==> src/rtl/bt_pkg.sv <==
package bt_pkg;
  typedef enum logic {
    OPM_MASTER  = 1'b0,
    OPM_STATION = 1'b1
  } bt_opmode_e;
endpackage

==> src/rtl/bt_timer_slot.sv <==
module bt_timer_slot #(
  parameter int TU_W = 16,
  parameter int FRAC = 0,
  localparam int W = TU_W + FRAC
) (
  input  logic          clk,
  input  logic          rst_n,
  input  logic          enable,
  input  logic [TU_W-1:0] tsf_tu,
  input  logic [W-1:0]  step,
  input  logic          wr_en,
  input  logic [W-1:0]  wr_data,
  input  logic          ld_en,
  input  logic [W-1:0]  ld_val,
  output logic [W-1:0]  q,
  output logic          evt
);
  logic hit;

  assign hit = (q[W-1:FRAC] == tsf_tu);
  assign evt = enable & hit;

  always_ff @(posedge clk or negedge rst_n) begin
    if (!rst_n)      q <= '0;
    else if (ld_en)  q <= ld_val;
    else if (wr_en)  q <= wr_data;
    else if (evt)    q <= q + step;
  end

  // a match with enable moves the timer by one step
  assert_advance_R2: assert property (@(posedge clk) disable iff (!rst_n)
    (enable && hit && !wr_en && !ld_en) |=> (q == $past(q + step)));
  // no match, no change
  assert_hold_R3: assert property (@(posedge clk) disable iff (!rst_n)
    (!hit && !wr_en && !ld_en) |=> $stable(q));
  // disabled timers stay put
  assert_frozen_R5: assert property (@(posedge clk) disable iff (!rst_n)
    (!enable && !wr_en && !ld_en) |=> $stable(q));
  // write lands and beats advance
  assert_write_R6: assert property (@(posedge clk) disable iff (!rst_n)
    (wr_en && !ld_en) |=> (q == $past(wr_data)));
  // program load wins
  assert_load_R9: assert property (@(posedge clk) disable iff (!rst_n)
    ld_en |=> (q == $past(ld_val)));
endmodule

==> src/rtl/bt_prog_calc.sv <==
module bt_prog_calc
  import bt_pkg::*;
#(
  parameter int TU_W     = 16,
  parameter int FRAC_W   = 3,
  parameter int DMA_LEAD = 2,
  parameter int SW_LEAD  = 10,
  localparam int WF = TU_W + FRAC_W,
  parameter logic [WF-1:0] STA_T1_INIT = WF'((1 << TU_W) - 1),
  parameter logic [WF-1:0] STA_T2_INIT = '1
) (
  input  bt_opmode_e      mode,
  input  logic [TU_W-1:0] nbtt,
  output logic [TU_W-1:0] t0,
  output logic [WF-1:0]   t1,
  output logic [WF-1:0]   t2,
  output logic [TU_W-1:0] t3
);
  localparam logic [TU_W-1:0] DMA_D = TU_W'(DMA_LEAD);
  localparam logic [TU_W-1:0] SW_D  = TU_W'(SW_LEAD);

  logic [TU_W-1:0] dma_tu, sw_tu;

  always_comb begin
    dma_tu = nbtt - DMA_D;
    sw_tu  = nbtt - SW_D;
    t0     = nbtt;
    t3     = nbtt + TU_W'(1);
    if (mode == OPM_STATION) begin
      t1 = STA_T1_INIT;
      t2 = STA_T2_INIT;
    end else begin
      t1 = {dma_tu, {FRAC_W{1'b0}}};
      t2 = {sw_tu, {FRAC_W{1'b0}}};
    end
  end
endmodule

==> src/rtl/bt_window_pair.sv <==
module bt_window_pair #(
  parameter int TU_W = 16,
  parameter int WIN  = 1
) (
  input  logic [TU_W-1:0] a,
  input  logic [TU_W-1:0] b,
  input  logic [TU_W-1:0] ivl,
  output logic            ok
);
  localparam int SW = TU_W + 3;
  localparam logic signed [SW-1:0] EW   = SW'(WIN);
  localparam logic signed [SW-1:0] WRAP = SW'(1) << TU_W;

  logic signed [SW-1:0] ea, eb, eiv, eiw;

  always_comb begin
    ea  = $signed({3'b000, a});
    eb  = $signed({3'b000, b});
    eiv = $signed({3'b000, ivl});
    eiw = eiv - EW;
    ok  = ((eb - ea) == EW)
        | ((ea - eb) == eiw)
        | (((ea | WRAP) - eb) == eiw)
        | (((eb | WRAP) - ea) == EW);
  end
endmodule

==> src/rtl/beacon_timer_bank.sv <==
module beacon_timer_bank
  import bt_pkg::*;
#(
  parameter int TU_W     = 16,
  parameter int FRAC_W   = 3,
  parameter int DMA_LEAD = 2,
  parameter int SW_LEAD  = 10,
  localparam int WF      = TU_W + FRAC_W,
  localparam int NTMR    = 4
) (
  input  logic            clk,
  input  logic            rst_n,
  input  logic            enable,
  input  logic            sta_mode,
  input  logic [TU_W-1:0] bcn_ivl,
  input  logic [TU_W-1:0] tsf_tu,
  input  logic [NTMR-1:0] wr_en,
  input  logic [WF-1:0]   wr_data,
  input  logic            prog_en,
  input  logic [TU_W-1:0] prog_nbtt,
  output logic [NTMR-1:0] evt,
  output logic [TU_W-1:0] tmr0_q,
  output logic [WF-1:0]   tmr1_q,
  output logic [WF-1:0]   tmr2_q,
  output logic [TU_W-1:0] tmr3_q,
  output logic            win_ok
);
  bt_opmode_e      mode;
  logic [TU_W-1:0] ld_whole [2];
  logic [WF-1:0]   ld_frac  [2];
  logic [TU_W-1:0] q_whole  [2];
  logic [WF-1:0]   q_frac   [2];
  logic            ok_atim, ok_dma;

  assign mode = bt_opmode_e'(sta_mode);

  bt_prog_calc #(
    .TU_W(TU_W), .FRAC_W(FRAC_W), .DMA_LEAD(DMA_LEAD), .SW_LEAD(SW_LEAD)
  ) u_calc (
    .mode (mode),
    .nbtt (prog_nbtt),
    .t0   (ld_whole[0]),
    .t1   (ld_frac[0]),
    .t2   (ld_frac[1]),
    .t3   (ld_whole[1])
  );

  for (genvar i = 0; i < NTMR; i++) begin : g_slot
    if (i == 1 || i == 2) begin : g_frac
      bt_timer_slot #(.TU_W(TU_W), .FRAC(FRAC_W)) u_slot (
        .clk     (clk),
        .rst_n   (rst_n),
        .enable  (enable),
        .tsf_tu  (tsf_tu),
        .step    ({bcn_ivl, {FRAC_W{1'b0}}}),
        .wr_en   (wr_en[i]),
        .wr_data (wr_data),
        .ld_en   (prog_en),
        .ld_val  (ld_frac[i-1]),
        .q       (q_frac[i-1]),
        .evt     (evt[i])
      );
    end else begin : g_whole
      localparam int K = (i == 0) ? 0 : 1;
      bt_timer_slot #(.TU_W(TU_W), .FRAC(0)) u_slot (
        .clk     (clk),
        .rst_n   (rst_n),
        .enable  (enable),
        .tsf_tu  (tsf_tu),
        .step    (bcn_ivl),
        .wr_en   (wr_en[i]),
        .wr_data (wr_data[TU_W-1:0]),
        .ld_en   (prog_en),
        .ld_val  (ld_whole[K]),
        .q       (q_whole[K]),
        .evt     (evt[i])
      );
    end
  end

  assign tmr0_q = q_whole[0];
  assign tmr3_q = q_whole[1];
  assign tmr1_q = q_frac[0];
  assign tmr2_q = q_frac[1];

  bt_window_pair #(.TU_W(TU_W), .WIN(1)) u_win_atim (
    .a (tmr0_q), .b (tmr3_q), .ivl (bcn_ivl), .ok (ok_atim)
  );

  bt_window_pair #(.TU_W(TU_W), .WIN(DMA_LEAD)) u_win_dma (
    .a (tmr1_q[WF-1:FRAC_W]), .b (tmr0_q), .ivl (bcn_ivl), .ok (ok_dma)
  );

  assign win_ok = ok_atim & ok_dma;

  // no event leaves the bank while disabled
  assert_quiet_R5: assert property (@(posedge clk) disable iff (!rst_n)
    !enable |-> (evt == '0));
  // next beacon event only on an exact TU match
  assert_match_R2: assert property (@(posedge clk) disable iff (!rst_n)
    evt[0] |-> (tmr0_q == tsf_tu));
  // master-mode programming yields a consistent bank
  assert_prog_win_R10: assert property (@(posedge clk) disable iff (!rst_n)
    (prog_en && !sta_mode) |=> win_ok);
  // ATIM end follows next beacon by one
  assert_atim_R7: assert property (@(posedge clk) disable iff (!rst_n)
    prog_en |=> (tmr3_q == $past(prog_nbtt) + TU_W'(1)));
  // station programming parks the software alert at all ones
  assert_sta_R8: assert property (@(posedge clk) disable iff (!rst_n)
    (prog_en && sta_mode) |=> (tmr2_q == '1));
endmodule

==> config.mk <==
export PLATFORM = sky130hd
export DESIGN_NAME = beacon_timer_bank
export DESIGN_NICKNAME = d
export VERILOG_FILES = /design/src/rtl/bt_pkg.sv /design/src/rtl/bt_timer_slot.sv /design/src/rtl/bt_prog_calc.sv /design/src/rtl/bt_window_pair.sv /design/src/rtl/beacon_timer_bank.sv
export SDC_FILE = /design/constraint.sdc
export NUM_CORES = 1
export LEC_CHECK = 0
export BUFFER_PORTS_ARGS = -buffer_cell sky130_fd_sc_hd__buf_2
export CAP_MARGIN = 40
export CORE_MARGIN = 10
export CORE_UTILIZATION = 40
export CTS_BUF_LIST = sky130_fd_sc_hd__clkbuf_8
export DETAILED_ROUTE_END_ITERATION = 16
export PLACE_DENSITY = 0.55
export SLEW_MARGIN = 40
export SYNTH_ARGS = -nofsm -noshare
export SYNTH_HDL_FRONTEND = slang
export SYNTH_SLANG_ARGS = --single-unit
==> constraint.sdc <==
create_clock -name clk -period 8.8 [get_ports clk]
set_clock_uncertainty 0.1 [all_clocks]
set_input_delay 1.76 -clock clk [delete_from_list [all_inputs] [get_ports clk]]
set_output_delay 1.76 -clock clk [all_outputs]
set_load 0.01 [all_outputs]
==> flow_summary.rst <==
.. list-table::
   :header-rows: 1

   * - Metric
     - Value
   * - Result of the run
     - completed
   * - Largest fanout on the critical path
     - 8
   * - R2R setup slack
     - 5250 ps
   * - Number of library cell types mapped by synthesis
     - 79
   * - # clock sinks
     - 70
   * - Slowest stage cell, crit path
     - dfrtp_1
   * - Reg2Reg Depth
     - 12
   * - Mapped Cells
     - 1,579
   * - Die Area
     - 36,960 µm²
   * - Post-synthesis to final-layout area growth
     - 9.890%
   * - Post-synthesis area per instance
     - 7.516 µm²
   * - Power Density
     - 169.8 nW/µm²
   * - Final total negative setup slack
     - 0 ps
   * - Startpoint type of the worst setup path
     - flop
   * - Global-route wire length before repair
     - 72,150 µm
   * - Remaining number of nets flagged by the antenna check after routing
     - 0
   * - Flip-flop and latch count after synthesis
     - 70
   * - Share of synthesized area occupied by flip-flops and latches
     - 0.1476
   * - Setup repair after global routing missed its margin
     - false
   * - Final cycle utilization of the critical path
     - 0.8985
   * - Die H
     - 192.2 µm
   * - Clock buffers created by TritonCTS
     - 9
   * - Data arrival at the endpoint of the critical path
     - 6050 ps
   * - Top Ports
     - 151
   * - Total GRT Usage
     - 0.2565
   * - Routed wire length
     - 48,380 µm
   * - Post-cts gate resize count
     - 0
   * - Wire per inst
     - 23.47 µm
   * - Data required time at the worst endpoint
     - 6940 ps
   * - Final Net Count
     - 1,880
   * - Number of synthesized flops with an enable pin
     - 0
   * - Dpl cells
     - 2,046
   * - Grt ovf
     - 0
   * - Count of vias placed by the detailed router
     - 12,190
   * - Largest buffer count on any clock path
     - 2
   * - Final number of max-transition violations
     - 0
   * - Post-CTS setup-driven buffer insertion count
     - 0
   * - Worst min-delay path category
     - flop to flop
   * - FFs w/ async S/R, synth
     - 1.000
   * - Endpoint of the most critical register-to-register path
     - g_slot[0].g_whole.u_slot.q[12]
   * - Most common cell after layout, fill and taps aside
     - buf_2
   * - Number of endpoints failing setup at the final stage
     - 0
   * - Vias in the first global route
     - 11,918
   * - Total nets after synthesis
     - 1,792
   * - Post-synth top flop
     - dfrtp_1
   * - Cell area after technology mapping
     - 11,870 µm²
   * - Element type at the critical path end
     - output port
   * - Antenna violations before repair
     - 0
   * - Slew headroom
     - 0.4064
   * - Worst Tran Pin Value
     - 878.9 ps
   * - Fin crit period
     - 7907 ps
   * - Clock-pin slew on the worst setup and hold paths
     - 90 ps
   * - Maximum vdd ir drop
     - 0.07675 mV
   * - Count of routing violations after the opening detailed-route iteration
     - 1,149
   * - CTS tree
     - yes
   * - Routed via count divided by cell count
     - 5.915
   * - Worst reg2reg startpoint
     - g_slot[0].g_whole.u_slot.q[0]
   * - DRC violation count after routing
     - 0
   * - Synth Warn #
     - 0
   * - Commonest cells after routing, fill and taps aside
     - buf_2, nand2_1, xnor2_1, ha_1, o21ai_0
   * - Count of antenna diodes in the layout
     - 0
   * - Placeable Area
     - 29,480 µm²
   * - Filler-free cell count of the finished design
     - 2,061
   * - Die Wd
     - 192.2 µm
   * - Count of H-tree levels built during CTS
     - 3
   * - Timing-limited maximum frequency
     - 126.5 MHz
   * - Hold-critical path endpoint
     - g_slot[2].g_frac.u_slot.q[5]
   * - Clk_lat worst skew
     - 410 ps
   * - Delay of the slowest critical-path stage
     - 570 ps
   * - Row Count
     - 63
   * - Crit Path Class
     - flop to output port
   * - Hold_sp
     - g_slot[2].g_frac.u_slot.q[5]
   * - Initial Util
     - 0.4026
   * - Post-CTS Hold Fix Bufs
     - 0
   * - Hold Fails Final Rpt
     - 0
   * - End-of-flow core utilization
     - 0.4424
   * - Sum of net half-perimeters after detailed placement
     - 39,450 µm
   * - Largest net degree at the start of global routing
     - 75
   * - Max capacitance violation total
     - 0
   * - Hold Path Depth
     - 2
   * - Fraction of layout instances using a drive strength above 1
     - 0.1287
   * - CTS root buf
     - clkbuf_8
   * - Static Leak
     - 0.005616 µW
   * - Pre-antenna DRT Iters
     - 7
   * - GPL Wtd Cong
     - 0.9315
   * - Cells traversed along the worst timing path
     - inv_1 > fa_1 > a21oi_1 > o21ai_1 > a311oi_1 > o21ai_0 > and2_1 > o21ai_0 > nand2b_1 > a21oi_1 > ha_1 > o22ai_1 > a221oi_1 > o211ai_1 > nor4_1 > nand4_1 > a2111oi_0 > nand3_1 > a22oi_1 > buf_2
   * - PortBufs
     - 150
## registers in the layout (all words and copies together) (netlist names)
| register | count |
|---|---|
| g_slot.g_frac.u_slot.q | 38 |
| g_slot.g_whole.u_slot.q | 32 |
## worst max path at each step
stage,start,endpoint,slack [ps]
after global routing,g_slot[0].g_whole.u_slot.q[1],win_ok,520
final,g_slot[0].g_whole.u_slot.q[1],win_ok,890
after floorplan,bcn_ivl[7],win_ok,2360
after global placement,g_slot[0].g_whole.u_slot.q[1],win_ok,1410
after CTS,g_slot[0].g_whole.u_slot.q[1],win_ok,880
after detailed placement,g_slot[0].g_whole.u_slot.q[1],win_ok,1330
## through the flow
stage,area [µm²],setup WS (ps),hold slack (ps),power (µW)
finish,13040,893.0,471.7,2214
global route,13040,520.3,507.7,2378
CTS,13040,877.3,478.1,2199
detailed placement,12860,1331,456.4,1927
global placement,12850,1408,447.7,1916
floorplan,11870,2364,469.6,1496
## Yosys cell counts, types with 23 or more instances
| master | n | area share |
|---|---|---|
| a21oi_1 | 118 | 0.050 |
| a21o_1 | 23 | 0.015 |
| inv_1 | 95 | 0.030 |
| mux2i_1 | 23 | 0.019 |
| xor2_1 | 86 | 0.063 |
| ha_1 | 130 | 0.14 |
| nor2_1 | 92 | 0.029 |
| xnor2_1 | 145 | 0.11 |
| nor3_1 | 43 | 0.018 |
| nand2_1 | 147 | 0.046 |
| o21ai_0 | 129 | 0.054 |
| nor4_1 | 25 | 0.013 |
| nand3_1 | 33 | 0.014 |
| dfrtp_1 | 70 | 0.15 |
| clkbuf_1 | 71 | 0.022 |
| nand4_1 | 24 | 0.013 |
## final cells by class
type	instances	area, µm²
Fill cell	3152	16440
Multi-Input combinational cell	1324	9390
Sequential cell	70	1752
Timing Repair Buffer	165	873.3
Tap cell	390	488.0
Inverter	97	364.1
Clock buffer	11	151.4
Clock inverter	4	22.52
## metal layers
metal | GRT usage | vias to the layer above | wire length [µm]
met4 | 0.08348 | 0 | 1222
met3 | 0.02923 | 62 | 2575
met2 | 0.4337 | 390 | 23300
met5 | 0 | - | 0
li1 | - | 5823 | -
met1 | 0.3321 | 5915 | 21280
## critical path, delay by kind of cell (launching register included)
kind / cells / cell delay, ps
simple gates: 5 / 1170
fa+ha+maj: 2 / 730
compound gates: 11 / 2780
buf+inv: 2 / 400
flops: 1 / 570
## where the power goes
part / switching [µW] / total (µW) / internal (µW)
combinational: 876 / 1480 / 606
clock: 156 / 270 / 115
sequential: 98.2 / 461 / 363
total: 1130 / 2210 / 1080
## kinds of logic (layout without fill, tap and decap cells)
| kind of cell | after synthesis | count (layout) | share of synthesized area |
|---|---|---|---|
| simple gates | 467 | 467 | 0.1937 |
| compound gates | 455 | 455 | 0.2450 |
| xor+xnor | 232 | 232 | 0.1728 |
| buf+inv | 185 | 277 | 0.06315 |
| fa+ha+maj | 137 | 137 | 0.1489 |
| flops | 70 | 70 | 0.1476 |
| mux | 33 | 33 | 0.02889 |
Note: power is estimated with default switching activity, not from simulation.
